--- src/rtl/intc_cmd_decode.sv ---
module intc_cmd_decode #(
  parameter int DW = 8
) (
  input  logic          clk,
  input  logic          rst_n,
  input  logic          addr,
  input  logic          wr_en,
  input  logic          rd_en,
  input  logic [DW-1:0] wdata,
  input  logic [DW-1:0] req_in,
  input  logic [DW-1:0] isr_in,
  output logic [DW-1:0] rdata,
  output logic [DW-1:0] mask,
  output logic [DW-1:0] vec_base,
  output logic [2:0]    prio_base,
  output logic          fully_nested,
  output logic          auto_eoi,
  output logic          rotate_aeoi,
  output logic          special_mask,
  output logic [DW-1:0] isr_clr,
  output logic [DW-1:0] req_clr
);
  typedef enum logic [1:0] {ST_IDLE, ST_VEC, ST_CAS, ST_FOURTH} step_t;

  step_t step;
  logic  single, need4, rsel, poll;

  function automatic logic [3:0] rank(input logic [7:0] m, input logic [2:0] b);
    logic [3:0] r;
    r = 4'd8;
    for (int k = 7; k >= 0; k--)
      if (m[3'(k) + b]) r = 4'(k);
    return r;
  endfunction

  wire       wr0  = wr_en && !addr;
  wire       wr1  = wr_en && addr;
  wire       icw1 = wr0 && wdata[4];
  wire       ocw3 = wr0 && !wdata[4] && wdata[3];
  wire       ocw2 = wr0 && !wdata[4] && !wdata[3];
  wire [2:0] code = wdata[7:5];
  wire [2:0] lvl  = wdata[2:0];

  wire [7:0] cur_set  = special_mask ? (isr_in & ~mask) : isr_in;
  wire [3:0] req_rank = rank(req_in & ~mask, prio_base);
  wire [3:0] cur_rank = rank(cur_set, prio_base);
  wire       win      = req_rank < cur_rank;
  wire [2:0] win_line = req_rank[2:0] + prio_base;
  wire [3:0] top_rank = rank(isr_in, prio_base);
  wire       isr_any  = !top_rank[3];
  wire [2:0] top_line = top_rank[2:0] + prio_base;

  always_ff @(posedge clk) begin
    if (!rst_n) begin
      step         <= ST_IDLE;
      single       <= 1'b0;
      need4        <= 1'b0;
      rsel         <= 1'b0;
      poll         <= 1'b0;
      mask         <= '0;
      vec_base     <= '0;
      prio_base    <= '0;
      fully_nested <= 1'b0;
      auto_eoi     <= 1'b0;
      rotate_aeoi  <= 1'b0;
      special_mask <= 1'b0;
      rdata        <= '0;
      isr_clr      <= '0;
      req_clr      <= '0;
    end else begin
      isr_clr <= '0;
      req_clr <= '0;
      if (icw1) begin
        step         <= ST_VEC;
        single       <= wdata[1];
        need4        <= wdata[0];
        rsel         <= 1'b0;
        poll         <= 1'b0;
        mask         <= '0;
        vec_base     <= '0;
        prio_base    <= '0;
        fully_nested <= 1'b0;
        auto_eoi     <= 1'b0;
        rotate_aeoi  <= 1'b0;
        special_mask <= 1'b0;
        isr_clr      <= '1;
        req_clr      <= '1;
      end else if (wr1) begin
        case (step)
          ST_IDLE: mask <= wdata;
          ST_VEC: begin
            vec_base <= wdata & 8'hF8;
            if (!single)    step <= ST_CAS;
            else if (need4) step <= ST_FOURTH;
            else            step <= ST_IDLE;
          end
          ST_CAS: step <= need4 ? ST_FOURTH : ST_IDLE;
          default: begin
            fully_nested <= wdata[4];
            auto_eoi     <= wdata[1];
            step         <= ST_IDLE;
          end
        endcase
      end else if (ocw3) begin
        if (wdata[2]) poll <= 1'b1;
        if (wdata[1]) rsel <= wdata[0];
        if (wdata[6]) special_mask <= wdata[5];
      end else if (ocw2) begin
        case (code)
          3'd0, 3'd4: rotate_aeoi <= code[2];
          3'd1: if (isr_any) isr_clr <= 8'b1 << top_line;
          3'd5: if (isr_any) begin
            isr_clr   <= 8'b1 << top_line;
            prio_base <= top_line + 3'd1;
          end
          3'd3: isr_clr <= 8'b1 << lvl;
          3'd6: prio_base <= lvl + 3'd1;
          3'd7: begin
            isr_clr   <= 8'b1 << lvl;
            prio_base <= lvl + 3'd1;
          end
          default: ;
        endcase
      end
      if (rd_en) begin
        if (poll) begin
          poll <= 1'b0;
          if (win) begin
            rdata   <= {5'b10000, win_line};
            isr_clr <= 8'b1 << win_line;
            req_clr <= 8'b1 << win_line;
          end else begin
            rdata <= '0;
          end
        end else begin
          rdata <= addr ? mask : (rsel ? isr_in : req_in);
        end
      end
    end
  end

  AST_STEP_LEGAL: assert property (@(posedge clk) disable iff (!rst_n)
    (step == ST_CAS) |-> !single);
  AST_MASK_GUARD: assert property (@(posedge clk) disable iff (!rst_n)
    !$stable(mask) |-> ($past(icw1) || ($past(wr1) && $past(step) == ST_IDLE)));
  AST_POLL_FORMAT: assert property (@(posedge clk) disable iff (!rst_n)
    $past(rd_en && poll) |-> (rdata[6:3] == 4'd0 && (rdata[7] || rdata == 8'd0)));
  AST_QUIET_READ: assert property (@(posedge clk) disable iff (!rst_n)
    ($past(rd_en) && !$past(poll) && !$past(wr_en)) |-> (isr_clr == 8'd0 && req_clr == 8'd0));
  AST_CLR_SINGLE: assert property (@(posedge clk) disable iff (!rst_n)
    !$past(icw1) |-> $onehot0(isr_clr));
endmodule

--- config.mk ---
export PLATFORM = sky130hd
export DESIGN_NAME = intc_cmd_decode
export DESIGN_NICKNAME = d
export VERILOG_FILES = /design/src/rtl/intc_cmd_decode.sv
export SDC_FILE = /design/constraint.sdc
export NUM_CORES = 1
export LEC_CHECK = 0
export BUFFER_PORTS_ARGS = -buffer_cell sky130_fd_sc_hd__buf_4
export CORE_MARGIN = 5
export CORE_UTILIZATION = 50
export CTS_BUF_LIST = sky130_fd_sc_hd__clkbuf_8
export DETAILED_ROUTE_END_ITERATION = 8
export PLACE_DENSITY_LB_ADDON = 0.25
export SYNTH_ARGS = -nofsm -noshare
export SYNTH_HDL_FRONTEND = slang
export SYNTH_SLANG_ARGS = --single-unit
--- constraint.sdc ---
create_clock -name clk -period 6 [get_ports clk]
set_clock_uncertainty 0.1 [all_clocks]
set_input_delay 0.6 -clock clk [delete_from_list [all_inputs] [get_ports clk]]
set_output_delay 0.6 -clock clk [all_outputs]
set_load 0.1 [all_outputs]
* Word level (Yosys, flattened, before mapping)
Index checks and enable logic that the tools add are counted.
** Cells by class
- Bitwise gates (word level) :: 8
- Shifts and indexed selects :: 3
- Add/sub/neg operators :: 11
- $lt $le $gt $ge :: 9
- Multiplexer cells :: 103
- Eq/ne operators :: 10
- Reductions and logical operators :: 28
** Operator list (number)
- $mux 8 :: 17
- $mux 4 :: 24
- $bmux 1 s3 :: 24
- $lt 3x4->1 const B :: 8
- $mux 1 :: 32
- $shl 1x3->8 const A :: 3
- $and 8x8->8 :: 2
- $pmux 8 s2 :: 1
- $add 3x3->3 const A :: 4
- $eq 3x3->1 const B :: 4
- $reduce_and 2->1 :: 5
- $reduce_or 2->1 :: 5
- $not 8->8 :: 1
- $add 2x3->3 const A :: 2
- $add 3x1->3 const B :: 2
- $add 3x3->3 :: 2
- $logic_and 1x1->1 :: 6
- $pmux 2 s3 :: 1
- $pmux 3 s2 :: 1
- $reduce_and 3->1 :: 2
- $not 1->1 :: 5
- $reduce_and 5->1 :: 1
- $lt 4x4->1 :: 1
- $mux 2 :: 2
- 13 further kinds :: 17
** Storage, ports and cells
- Register bits :: 50
- Output and inout bits :: 47

* Longest topological paths before layout
Gate-level depths: netlist (run 1).
- Word-level depth :: 22
- Depth in mapped cells :: 21

* Worst setup path before layout (run 1)
OpenSTA, ideal clock, no wires.
- Path type :: reg2reg
- From :: register prio_base[0]
- To :: register prio_base[2]
- Buffers on the path :: 3
- Data required time :: 5.826 ns
- Cell stages (with the launch flop) :: 21
- Period minus slack after synthesis :: 5.175 ns
- Path slack :: 0.825 ns
- Data arrival time :: 5.001 ns
- Cells stage by stage :: dfxtp_1 buf_2 inv_2 buf_2 ha_1 buf_2 mux2i_1 a21oi_1 o31ai_1 a221o_1 nand2_1 nand2_1 a221oi_1 ha_1 inv_1 fa_1 a21oi_1 ha_1 inv_1 or4_1 a31oi_1
** On the way
- Cells in the longest elaborated chain, start to end :: 15
** RTL lines
- from (decl) :: RTL line 15 : output logic [2:0] prio_base,
- from (signal assigned) :: RTL line 114 : prio_base <= top_line + 3'd1;
- from (signal assigned) :: RTL line 117 : 3'd6: prio_base <= lvl + 3'd1;
- from (signal assigned) :: RTL line 120 : prio_base <= lvl + 3'd1;
- $add 3x3->3 :: RTL line 32 : if (m[3'(k) + b]) r = 4'(k);
- $bmux 1 s3 :: RTL line 32
- $mux 1 (implied by the code) :: RTL line 32
- $mux 4 (8 in series) :: RTL line 32
- $add 3x3->3 :: RTL line 51 : wire [2:0] top_line = top_rank[2:0] + prio_base;
- $add 3x1->3 :: RTL line 114
- $mux 3 :: RTL line 112 : 3'd5: if (isr_any) begin
- $pmux 3 s2 :: RTL line 109 : case (code)
Several ways; a longest one is shown, not always the timed one. The select of a mux whose other input is x is not followed.
A chain may end at the register's enable or synchronous reset.

* Worst setup path after layout (run 1)
Same ends and word-level chain as after synthesis.

==> summary.md, run 1 <==
| Metric | Value |
|---|---|
| CP top delay family | compound AO/OA/AOI/OAI gates |
| Vias in the first global route | 3965 |
| Worst Path Buf+Inv | 3 |
| Tot GR Track Use | 0.225 |
| Critical path fanouts, max | 29 |
| Die Ht | 104 um |
| Antenna viol nets, final | 0 |
| Resize count post-CTS | 0 |
| Fin util | 0.585 |
| Status | completed |
| Slowest stage delay, CP | 0.67 ns |
| Post-synthesis cell area | 4380 sq um |
| Max-Cap Viols | 0 |
| First-pass GRT wire length | 20300 um |
| CTS Buf Count | 5 |
| Placed cells | 652 |
| FP Rows | 34 |
| Worst min-delay path category | flip-flop to flip-flop |
| Reg2reg start | prio_base[0]$_SDFFE_PP0P_ |
| Sequential area share after synthesis | 0.229 |
| CP Data Required Time | 6.12 ns |
| I/O pin count | 76 |
| Number of fill cells | 785 |
| Initial Util | 0.507 |
| Critical path class | flip-flop to flip-flop |
| Port bufs | 72 |
| Worst VDD drop | 0.160 mV |
| Antenna Cells | 0 |
| Period utilisation layout | 0.829 |
| Pwr dens | 174 nW/um^2 |
| Root Driver | clkbuf_8 |
| Slew HR | 0.465 |
| Die Width | 104 um |
| Mapped Cells | 493 |
| Die area | 10700 sq um |
| Unique cell type count in the Yosys netlist | 66 |
| Final Hold Vio Count | 0 |
| Hold Path Origin | single$_SDFFE_PN0P_ |
| Nets | 594 |
| Reg area | 1000 sq um |
| Critical Path Start | prio_base[0]$_SDFFE_PP0P_ |
| CP Data Arrival Time | 5.10 ns |
| RSZ-0062 raised after global routing | false |
| Hold Buf Count CTS | 0 |
| WP depth | 17 |
| Skew-Pair Late Insertion Delay | 0.30 ns |
| WHS | 0.394 ns |
| Bufs on Longest Clock Path | 2 |
| Area Overhead vs Synth | 15.3% |
| Critical R2R Capture | prio_base[2]$_SDFFE_PP0P_ |
| Gr ovfl total | 0 |
| Startpoint types | flip-flop |
| Setup slack, reg-to-reg | 1.02 ns |
| TritonCTS clock tree | built |
| Slowest cell on crit path | ha_1 |
| FF-to-FF path depth | 17 |
| RD Place Congestion | 0.902 |
| Total chip power | 0.880 mW |
| Largest net degree at the start of global routing | 30 |
| Crit-path most repeated cell | a21oi_1 |
| Drt wl/cell | 19.0 um |
| Synth Area per Inst | 8.89 sq um |
| Drt total wl | 12500 um |
| Tmin final | 4.98 ns |
| Ys async rst share | 0 |
| Non-filler cells, final | 660 |
| Setup-failing EPs final | 0 |
| # DRC | 0 |
| Clock sinks | 50 |
| Core Area | 8640 sq um |
| Setup_tns | 0 ns |
| Initial drt markers | 367 |
| Most frequent cells in the layout | buf_4 (76), mux2i_1 (52), nor2_1 (50), dfxtp_1 (50), nand2_1 (34) |
| Clk slew on worst S/H paths | 0.09 ns |
| Initial antenna violation count | 0 |
| Multi-input logic area | 3170 sq um |
| Tightest Pin Transition | 0.801 ns |
| Critical Path End | prio_base[2]$_SDFFE_PP0P_ |
| Final Slew Violations | 0 |
| H-tree depth | 2 |
| Post-CTS setup buffers | 0 |
| Synth Flop Type | dfxtp_1 |
| First-pass iteration count of the detailed router | 5 |
| Via count | 4093 |
| Leakage | 2.04 nW |
| Post-synthesis sequential element count | 50 |
| Setup crit end kind | flip-flop |
| Routed vias/inst | 6.20 |
| Most common cell after layout, fill and taps aside | buf_4 |
| Crit-path cells | buf_4 -> inv_2 -> ha_1 -> mux2i_1 -> mux2i_1 -> o221ai_1 -> a21oi_1 -> a21oi_1 -> nor2_1 -> a21oi_1 -> fa_1 -> a21oi_1 -> ha_1 -> inv_1 -> a2111oi_0 -> mux2i_1 -> a31oi_1 |
| Post-synth EDFFs | 0 |
| F_max | 201 MHz |
| DPL Wire Length | 9530 um |
| Fraction of layout cells with a size suffix above 1 | 0.245 |
| Ys Warns | 0 |
==> state kept, by name, summed over array words and instances, names as in the netlist <==
signal	flops
isr_clr	8
rsel	1
req_clr	8
poll	1
special_mask	1
auto_eoi	1
prio_base	3
rotate_aeoi	1
fully_nested	1
need4	1
single	1
rdata	8
vec_base	5
mask	8
step	2
==> cells in the mapped netlist, types with 3 or more instances <==
cell type | n | area, sq um
mux2i_1 | 52 | 521
dfxtp_1 | 50 | 1000
nor2_1 | 50 | 188
nand2_1 | 34 | 128
a21oi_1 | 31 | 155
mux4_2 | 25 | 563
inv_1 | 16 | 60.1
o21ai_0 | 16 | 80.1
nand2b_1 | 14 | 87.6
a31oi_1 | 13 | 81.3
nand3_1 | 13 | 65.1
clkbuf_1 | 12 | 45.0
ha_1 | 12 | 150
nor2b_1 | 12 | 75.1
o31ai_1 | 10 | 75.1
mux2_2 | 9 | 101
a21bo_2 | 6 | 60.1
o22ai_1 | 6 | 37.5
a21boi_0 | 5 | 37.5
and2_1 | 5 | 31.3
and4_1 | 5 | 43.8
buf_2 | 5 | 25.0
buf_4 | 5 | 37.5
nor3_1 | 5 | 25.0
o21ai_1 | 5 | 25.0
o2bb2ai_1 | 5 | 43.8
and3_1 | 3 | 18.8
buf_1 | 3 | 11.3
nand4_1 | 3 | 18.8
nor3b_1 | 3 | 22.5
nor4_1 | 3 | 18.8
o211ai_1 | 3 | 22.5
o21a_1 | 3 | 22.5
or2_2 | 3 | 18.8
or4_1 | 3 | 22.5
==> worst register-to-register path, delay by kind of cell (launching register included) <==
| family | cells | cell delay [ns] |
|---|---|---|
| muxes | 3 | 0.66 |
| AOI/OAI and AO/OA | 7 | 1.82 |
| DFF | 1 | 0.32 |
| and+or+nand+nor | 1 | 0.05 |
| buffers and inverters | 3 | 0.52 |
| adders and majority gates | 3 | 1.43 |
==> power by group <==
| part | total (mW) | leakage [nW] | switching [mW] | internal (mW) |
|---|---|---|---|---|
| clock network | 0.212 | 0.0478 | 0.117 | 0.0951 |
| registers | 0.353 | 0.407 | 0.0106 | 0.342 |
| logic | 0.315 | 1.59 | 0.207 | 0.108 |
| total | 0.880 | 2.04 | 0.335 | 0.545 |
==> how the worst min path moves through the flow <==
stage	end	slack, ns	cells after the start
floorplan	need4$_SDFFE_PN0P_	0.35	2
global placement	need4$_SDFFE_PN0P_	0.36	2
detailed placement	single$_SDFFE_PN0P_	0.38	2
CTS	single$_SDFFE_PN0P_	0.39	2
global route	single$_SDFFE_PN0P_	0.43	2
finish	single$_SDFFE_PN0P_	0.39	2
==> logic make-up after synthesis <==
| logic type | Yosys count | share of synthesized area |
|---|---|---|
| AND/OR/NAND/NOR | 166 | 0.195 |
| AO/OA/AOI/OAI | 122 | 0.186 |
| multiplexers | 88 | 0.282 |
| flip-flops | 50 | 0.229 |
| buffers and inverters | 46 | 0.0486 |
| adder cells (fa/ha/maj) | 14 | 0.0434 |
| XOR/XNOR | 6 | 0.0154 |
| other | 1 | 0.000856 |
==> through the flow <==
stage               area, sq um  setup WS, ns
detailed placement         4950          1.31
global route               5050         0.663
floorplan                  4390         0.825
CTS                        5050          1.06
global placement           4950          1.45
finish                     5050          1.02
==> cell type report <==
type / count / share of cell area
clock buffers: 6 / 0.0163
clock inverters: 2 / 0.00322
inverters: 19 / 0.0141
multi-input cells: 399 / 0.628
flip-flops and latches: 50 / 0.198
well taps: 108 / 0.0268
repair buffers: 76 / 0.113
==> routing by layer <==
| layer | GRT usage | vias to the layer above | wire length (um) |
|---|---|---|---|
| met5 | 0 | - | 0 |
| met4 | 0.0572 | 0 | 294 |
| met3 | 0.0398 | 30 | 1020 |
| met2 | 0.368 | 180 | 5800 |
| met1 | 0.308 | 1918 | 5420 |
| li1 | - | 1965 | - |
Power figures use the tool's default switching activity.
==> run 2: changes to the inputs <==
--- a/config.mk
+++ b/config.mk
@@ -5,6 +5,7 @@
 export SDC_FILE = /design/constraint.sdc
 export NUM_CORES = 1
 export LEC_CHECK = 0
+export ABC_AREA = 1
 export BUFFER_PORTS_ARGS = -buffer_cell sky130_fd_sc_hd__buf_4
 export CORE_MARGIN = 5
 export CORE_UTILIZATION = 50
==> constraint.sdc (replaced) <==
create_clock -name clk -period 4.1 [get_ports clk]
set_clock_uncertainty 0.1 [all_clocks]
set_input_delay 0.41 -clock clk [delete_from_list [all_inputs] [get_ports clk]]
set_output_delay 0.41 -clock clk [all_outputs]
set_load 0.1 [all_outputs]
==> summary.md, run 2 <==
| Metric | Value |
|---|---|
| Die area | 9780 sq um (-8.8%) |
| Worst min-delay path category | primary input to flip-flop |
| Synth Area per Inst | 6.07 sq um (-32%) |
| Post-synthesis sequential element count | 50 (unchanged) |
| Worst VDD drop | 0.195 mV (+22%) |
| RD Place Congestion | 0.948 (+5.1%) |
| Cell count of the worst hold path | 3 (+1) |
| Initial antenna violation count | 0 (unchanged) |
| TritonCTS clock tree | built |
| Most frequent cells in the layout | nand2_1 (173), nand3_1 (84), buf_4 (82) |
| Critical Path Start | prio_base[1]$_SDFFE_PP0P_ |
| Slowest cell on crit path | dfxtp_4 |
| Tightest Pin Transition | 0.653 ns (-0.148 ns) |
| Gr ovfl total | 0 (unchanged) |
| Root Driver | clkbuf_8 |
| Fraction of layout cells with a size suffix above 1 | 0.174 (-0.0705) |
| Synth area leaders | dfxtp_1 (25%), nand2_1 (16%), nand3_1 (11%) |
| DPL Wire Length | 10300 um (+7.5%) |
| Bufs on Longest Clock Path | 2 (unchanged) |
| Resize count post-CTS | 0 (unchanged) |
| Startpoint types | flip-flop |
| Largest net degree at the start of global routing | 23 (-23%) |
| Reg area | 1010 sq um (+0.75%) |
| Post-synth top area cell | dfxtp_1 |
| Post-CTS setup buffers | 0 (unchanged) |
| Tot GR Track Use | 0.258 (+0.0332) |
| Initial drt markers | 360 (-1.9%) |
| Routed vias/inst | 5.54 (-11%) |
| Sequential area share after synthesis | 0.253 (+0.0247) |
| CTS Buf Count | 5 (unchanged) |
| Tmin final | 3.77 ns (-1.21 ns) |
| Antenna viol nets, final | 0 (unchanged) |
| Post-synth EDFFs | 0 (unchanged) |
| Hold Buf Count CTS | 0 (unchanged) |
| First-pass iteration count of the detailed router | 6 (+1) |
| Synth Flop Type | dfxtp_1 |
| Critical path fanouts, max | 15 (-48%) |
| Area Overhead vs Synth | 18.1% |
| Placed cells | 812 (+25%) |
| Port bufs | 72 (unchanged) |
| Crit-path cells | inv_2 -> ha_1 -> inv_1 -> nand3_1 -> o21ai_0 -> inv_1 -> o21ai_0 -> inv_1 -> a21oi_1 -> a21oi_1 -> or2_2 -> fa_1 -> xor2_1 -> nand3b_1 -> nand2_2 -> inv_2 -> o21ai_1 -> nand2_1 -> nand2_1 -> nand2_1 -> inv_1 -> nor2_1 -> nor2_1 |
| FP Rows | 32 (-5.9%) |
| Clock sinks | 50 (unchanged) |
| Total chip power | 1.32 mW (+50%) |
| Leakage | 2.24 nW (+9.6%) |
| Post-synth top cells | nand2_1 (173), nand3_1 (84), inv_1 (67) |
| Crit-path most repeated cell | inv_1 |
| Initial Util | 0.511 (+0.00425) |
| Antenna Cells | 0 (unchanged) |
| CP Data Required Time | 4.25 ns (-1.87 ns) |
| Unique cell type count in the Yosys netlist | 43 (-35%) |
| First-pass GRT wire length | 20400 um (+0.82%) |
| Drt total wl | 12700 um (+1.4%) |
| Core Area | 7730 sq um (-11%) |
| Number of fill cells | 767 (-2.3%) |
| Vias in the first global route | 4079 (+2.9%) |
| RSZ-0062 raised after global routing | false |
| Drt wl/cell | 15.5 um (-18%) |
| Mapped Cells | 651 (+32%) |
| Max-Cap Viols | 0 (unchanged) |
| Ys async rst share | 0 (unchanged) |
| Non-filler cells, final | 820 (+24%) |
| # DRC | 0 (unchanged) |
| FF-to-FF path depth | 23 (+6) |
| Setup-failing EPs final | 0 (unchanged) |
| Period utilisation layout | 0.919 (+0.0894) |
| Most common cell after layout, fill and taps aside | nand2_1 |
| H-tree depth | 2 (unchanged) |
| Pre-CTS WS | 0.376 ns (-0.929 ns) |
| Critical path class | flip-flop to flip-flop |
| Final Slew Violations | 0 (unchanged) |
| Reg2reg start | prio_base[1]$_SDFFE_PP0P_ |
| Multi-input logic area | 2530 sq um (-20%) |
| Post-synthesis cell area | 3950 sq um (-9.8%) |
| Die Ht | 98.9 um (-4.5%) |
| Hold Path Origin | rst_n |
| Nets | 760 (+28%) |
| Skew-Pair Late Insertion Delay | 0.32 ns (+0.02 ns) |
| Cell with the most instances after synthesis | nand2_1 |
| Final Hold Vio Count | 0 (unchanged) |
| Setup crit end kind | flip-flop |
| PnR worst setup slack | 0.333 ns (-0.691 ns) |
| Clk slew on worst S/H paths | 0.10 ns (about the same) |
| Yosys top cell area share | 0.253 (+0.0247) |
| I/O pin count | 76 (unchanged) |
| Die Width | 98.9 um (-4.5%) |
| Status | completed |
| CP Data Arrival Time | 3.92 ns (-1.18 ns) |
| Slowest stage delay, CP | 0.49 ns (-0.18 ns) |
| Pwr dens | 283 nW/um^2 (+62%) |
| Setup_tns | 0 ns (unchanged) |
| F_max | 265 MHz (+32%) |
| Via count | 4540 (+11%) |
| Slew HR | 0.564 (+0.0996) |
| Ys Warns | 0 (unchanged) |
## run 2: cell types whose count changed in the layout (fill, tap and decap cells not counted), moves of 8 or more
cell	before	now
nand2_1	34	173
mux2_2	9	0
nor2b_1	12	0
o21ai_1	5	16
nand2b_1	14	0
nor2_2	0	8
inv_1	16	67
mux2i_1	52	1
o31ai_1	10	0
o21ai_0	16	44
nand3_1	13	84
a21oi_1	31	51
mux4_2	25	0
## run 2: cell type report
type	count	share of cell area
clock inverters	3	0.00536
inverters	77	0.0619
repair buffers	82	0.132
multi-input cells	501	0.543
flip-flops and latches	50	0.216
well taps	102	0.0273
clock buffers	5	0.0147
## run 2: worst max-delay path, delay by kind of cell, from the launching register on
family                   cells  cell delay, ns
AND/OR/NAND/NOR              9            1.02
adder cells (fa/ha/maj)      2            0.68
XOR/XNOR                     1            0.16
AO/OA/AOI/OAI                5            0.74
flip-flops                   1            0.49
buffers and inverters        6            0.51
## run 2: path summary, 6_finish.rpt
check	endpoint	slack, ns
worst max register to register	isr_clr[2]$_SDFF_PN0_	0.33
worst min-delay path	rdata[0]$_SDFFE_PN0P_	0.27
worst max-delay path	isr_clr[2]$_SDFF_PN0_	0.33
worst min register to register	fully_nested$_SDFFE_PP0P_	0.37
## run 2: metrics by stage
step,util,cell area (sq um),hold slack [ns]
floorplan,-,3970,0.343
global placement,0.592,4570,0.352
detailed placement,0.592,4570,0.359
CTS,0.604,4670,0.266
global route,0.604,4670,0.278
finish,0.604,4670,0.273
## run 2: kinds of logic after synthesis
logic type / Yosys count / synth area share
xor gates and xnor gates: 7 / 0.0212
other: 1 / 0.000949
buffers and inverters: 102 / 0.108
and+or+nand+nor: 345 / 0.389
AOI/OAI and AO/OA: 131 / 0.177
DFF: 50 / 0.253
adders and majority gates: 14 / 0.0481
muxes: 1 / 0.00253
## run 2: layer usage
metal	up-vias	global-route usage	part of all wire
met1	2038	0.366	0.45
met3	25	0.0517	0.090
li1	2257	-	-
met4	0	0.0651	0.020
met5	-	0	0
met2	220	0.401	0.44
## run 2: where the power goes
| group | leakage [nW] | total, mW | internal (mW) | switching (mW) |
|---|---|---|---|---|
| Sequential | 0.409 | 0.518 | 0.503 | 0.0148 |
| Clock | 0.0447 | 0.314 | 0.124 | 0.190 |
| Combinational | 1.79 | 0.488 | 0.131 | 0.357 |
==> run 3: changes to the inputs <==
==> constraint.sdc (replaced) <==
create_clock -name clk -period 4.6 [get_ports clk]
set_clock_uncertainty 0.1 [all_clocks]
set_input_delay 0.46 -clock clk [delete_from_list [all_inputs] [get_ports clk]]
set_output_delay 0.46 -clock clk [all_outputs]
set_load 0.1 [all_outputs]
==> summary.md, run 3 (synthesized netlist as in run 2, its figures left out) <==
| Metric | Value |
|---|---|
| Area Overhead vs Synth | 16.9% |
| Vias in the first global route | 4061 (-0.44%) |
| PnR worst setup slack | 0.637 ns (+0.304 ns) |
| Status | completed |
| Die Ht | 98.9 um (unchanged) |
| Root Driver | clkbuf_8 |
| Final instance area | 4620 sq um (-0.99%) |
| Most common cell after layout, fill and taps aside | nand2_1 |
| Multi-input logic area | 2530 sq um (unchanged) |
| Largest net degree at the start of global routing | 24 (+4.3%) |
| Setup_tns | 0 ns (unchanged) |
| Via count | 4569 (+0.64%) |
| FP Rows | 32 (unchanged) |
| Die area | 9780 sq um (unchanged) |
| Worst VDD drop | 0.158 mV (-19%) |
| Startpoint types | flip-flop |
| Fin util | 0.598 (-0.00599) |
| Final Hold Vio Count | 0 (unchanged) |
| First-pass GRT wire length | 20100 um (-1.6%) |
| CP Data Required Time | 4.69 ns (+0.44 ns) |
| Die Width | 98.9 um (unchanged) |
| CP Data Arrival Time | 4.05 ns (+0.13 ns) |
| Antenna viol nets, final | 0 (unchanged) |
| Fraction of layout cells with a size suffix above 1 | 0.168 (-0.00579) |
| Drt wl/cell | 15.6 um (+0.57%) |
| Pre-CTS WS | 0.692 ns (+0.316 ns) |
| Hold Buf Count CTS | 0 (unchanged) |
| CTS Buf Count | 5 (unchanged) |
| Max-Cap Viols | 0 (unchanged) |
| Gr ovfl total | 0 (unchanged) |
| Critical path fanouts, max | 19 (+4) |
| Tot GR Track Use | 0.255 (-0.00315) |
| Setup crit end kind | flip-flop |
| Worst min-delay path category | primary input to flip-flop |
| Number of fill cells | 747 (-2.6%) |
| Antenna Cells | 0 (unchanged) |
| First-pass iteration count of the detailed router | 5 (-1) |
| Clk slew on worst S/H paths | 0.10 ns (about the same) |
| # DRC | 0 (unchanged) |
| Initial drt markers | 436 (+21%) |
| Leakage | 2.22 nW (-0.99%) |
| Initial Util | 0.511 (unchanged) |
| Placed cells | 807 (-0.62%) |
| Placed Area | 4530 sq um (-0.93%) |
| Pwr dens | 251 nW/um^2 (-11%) |
| Slew HR | 0.511 (-0.0533) |
| Tightest Pin Transition | 0.733 ns (+0.0796 ns) |
| Period utilisation layout | 0.861 (-0.0573) |
| I/O pin count | 76 (unchanged) |
| Initial antenna violation count | 0 (unchanged) |
| Most frequent cells in the layout | nand2_1 (173), nand3_1 (84), buf_4 (77) |
| Nets | 755 (-0.66%) |
| Post-CTS setup buffers | 0 (unchanged) |
| Port bufs | 72 (unchanged) |
| Resize count post-CTS | 0 (unchanged) |
| Tmin final | 3.96 ns (+0.196 ns) |
| Final Slew Violations | 0 (unchanged) |
| Clock sinks | 50 (unchanged) |
| F_max | 252 MHz (-4.9%) |
| H-tree depth | 2 (unchanged) |
| TritonCTS clock tree | built |
| Total chip power | 1.16 mW (-12%) |
| Skew-Pair Late Insertion Delay | 0.31 ns (about the same) |
| Drt total wl | 12700 um (about the same) |
| Non-filler cells, final | 815 (-0.61%) |
| Critical path class | flip-flop to flip-flop |
| DPL Wire Length | 10300 um (+0.36%) |
| Routed vias/inst | 5.61 (+1.3%) |
| Bufs on Longest Clock Path | 2 (unchanged) |
| Reg area | 1000 sq um (-0.50%) |
| Core Area | 7730 sq um (unchanged) |
| RD Place Congestion | 0.939 (-0.88%) |
| Setup-failing EPs final | 0 (unchanged) |
| WHS | 0.334 ns (+0.0611 ns) |
| RSZ-0062 raised after global routing | false |
run 3: metal layers:
| layer | GRT usage | up-vias | share of wire |
|---|---|---|---|
| met1 | 0.354 | 2062 | 0.42 |
| met4 | 0.0777 | 0 | 0.020 |
| li1 | - | 2249 | - |
| met5 | 0 | - | 0 |
| met2 | 0.403 | 231 | 0.46 |
| met3 | 0.0460 | 27 | 0.10 |
run 3: area by class of cell:
class                           count  share of cell area
Clock inverter                      3             0.00460
Clock buffer                        5              0.0149
Timing Repair Buffer               77               0.125
Sequential cell                    50               0.217
Inverter                           77              0.0626
Multi-Input combinational cell    501               0.548
Tap cell                          102              0.0276
run 3: worst paths after layout:
kind / startpoint / endpoint / slack [ns] / depth (start not counted)
max: prio_base[0]$_SDFFE_PP0P_ / isr_clr[7]$_SDFF_PN0_ / 0.64 / 24
max reg2reg: prio_base[0]$_SDFFE_PP0P_ / isr_clr[7]$_SDFF_PN0_ / 0.64 / 24
min reg2reg: vec_base[4]$_SDFFE_PP0P_ / vec_base[4]$_SDFFE_PP0P_ / 0.37 / 2
min: rst_n / rdata[1]$_SDFFE_PN0P_ / 0.33 / 3
run 3: critical path, cell delays in order, from the launching register on:
cell      delay, ns
dfxtp_2        0.34
inv_2          0.24
ha_1           0.30
inv_1          0.29
nand3_1        0.12
o21ai_0        0.09
inv_1          0.06
o21ai_0        0.27
inv_1          0.10
a21oi_1        0.13
a21oi_1        0.07
or2_2          0.28
fa_1           0.40
xor2_1         0.16
nand3b_1       0.21
nand2_2        0.14
inv_2          0.06
nand2_1        0.07
o21ai_1        0.06
nand2_1        0.05
nand2_1        0.05
nand2_1        0.07
inv_1          0.04
nor2_1         0.09
nor2_1         0.04
run 3: power breakdown:
group | total [mW] | internal [mW] | switching, mW
Sequential | 0.461 | 0.449 | 0.0124
Combinational | 0.434 | 0.115 | 0.319
Clock | 0.266 | 0.107 | 0.159
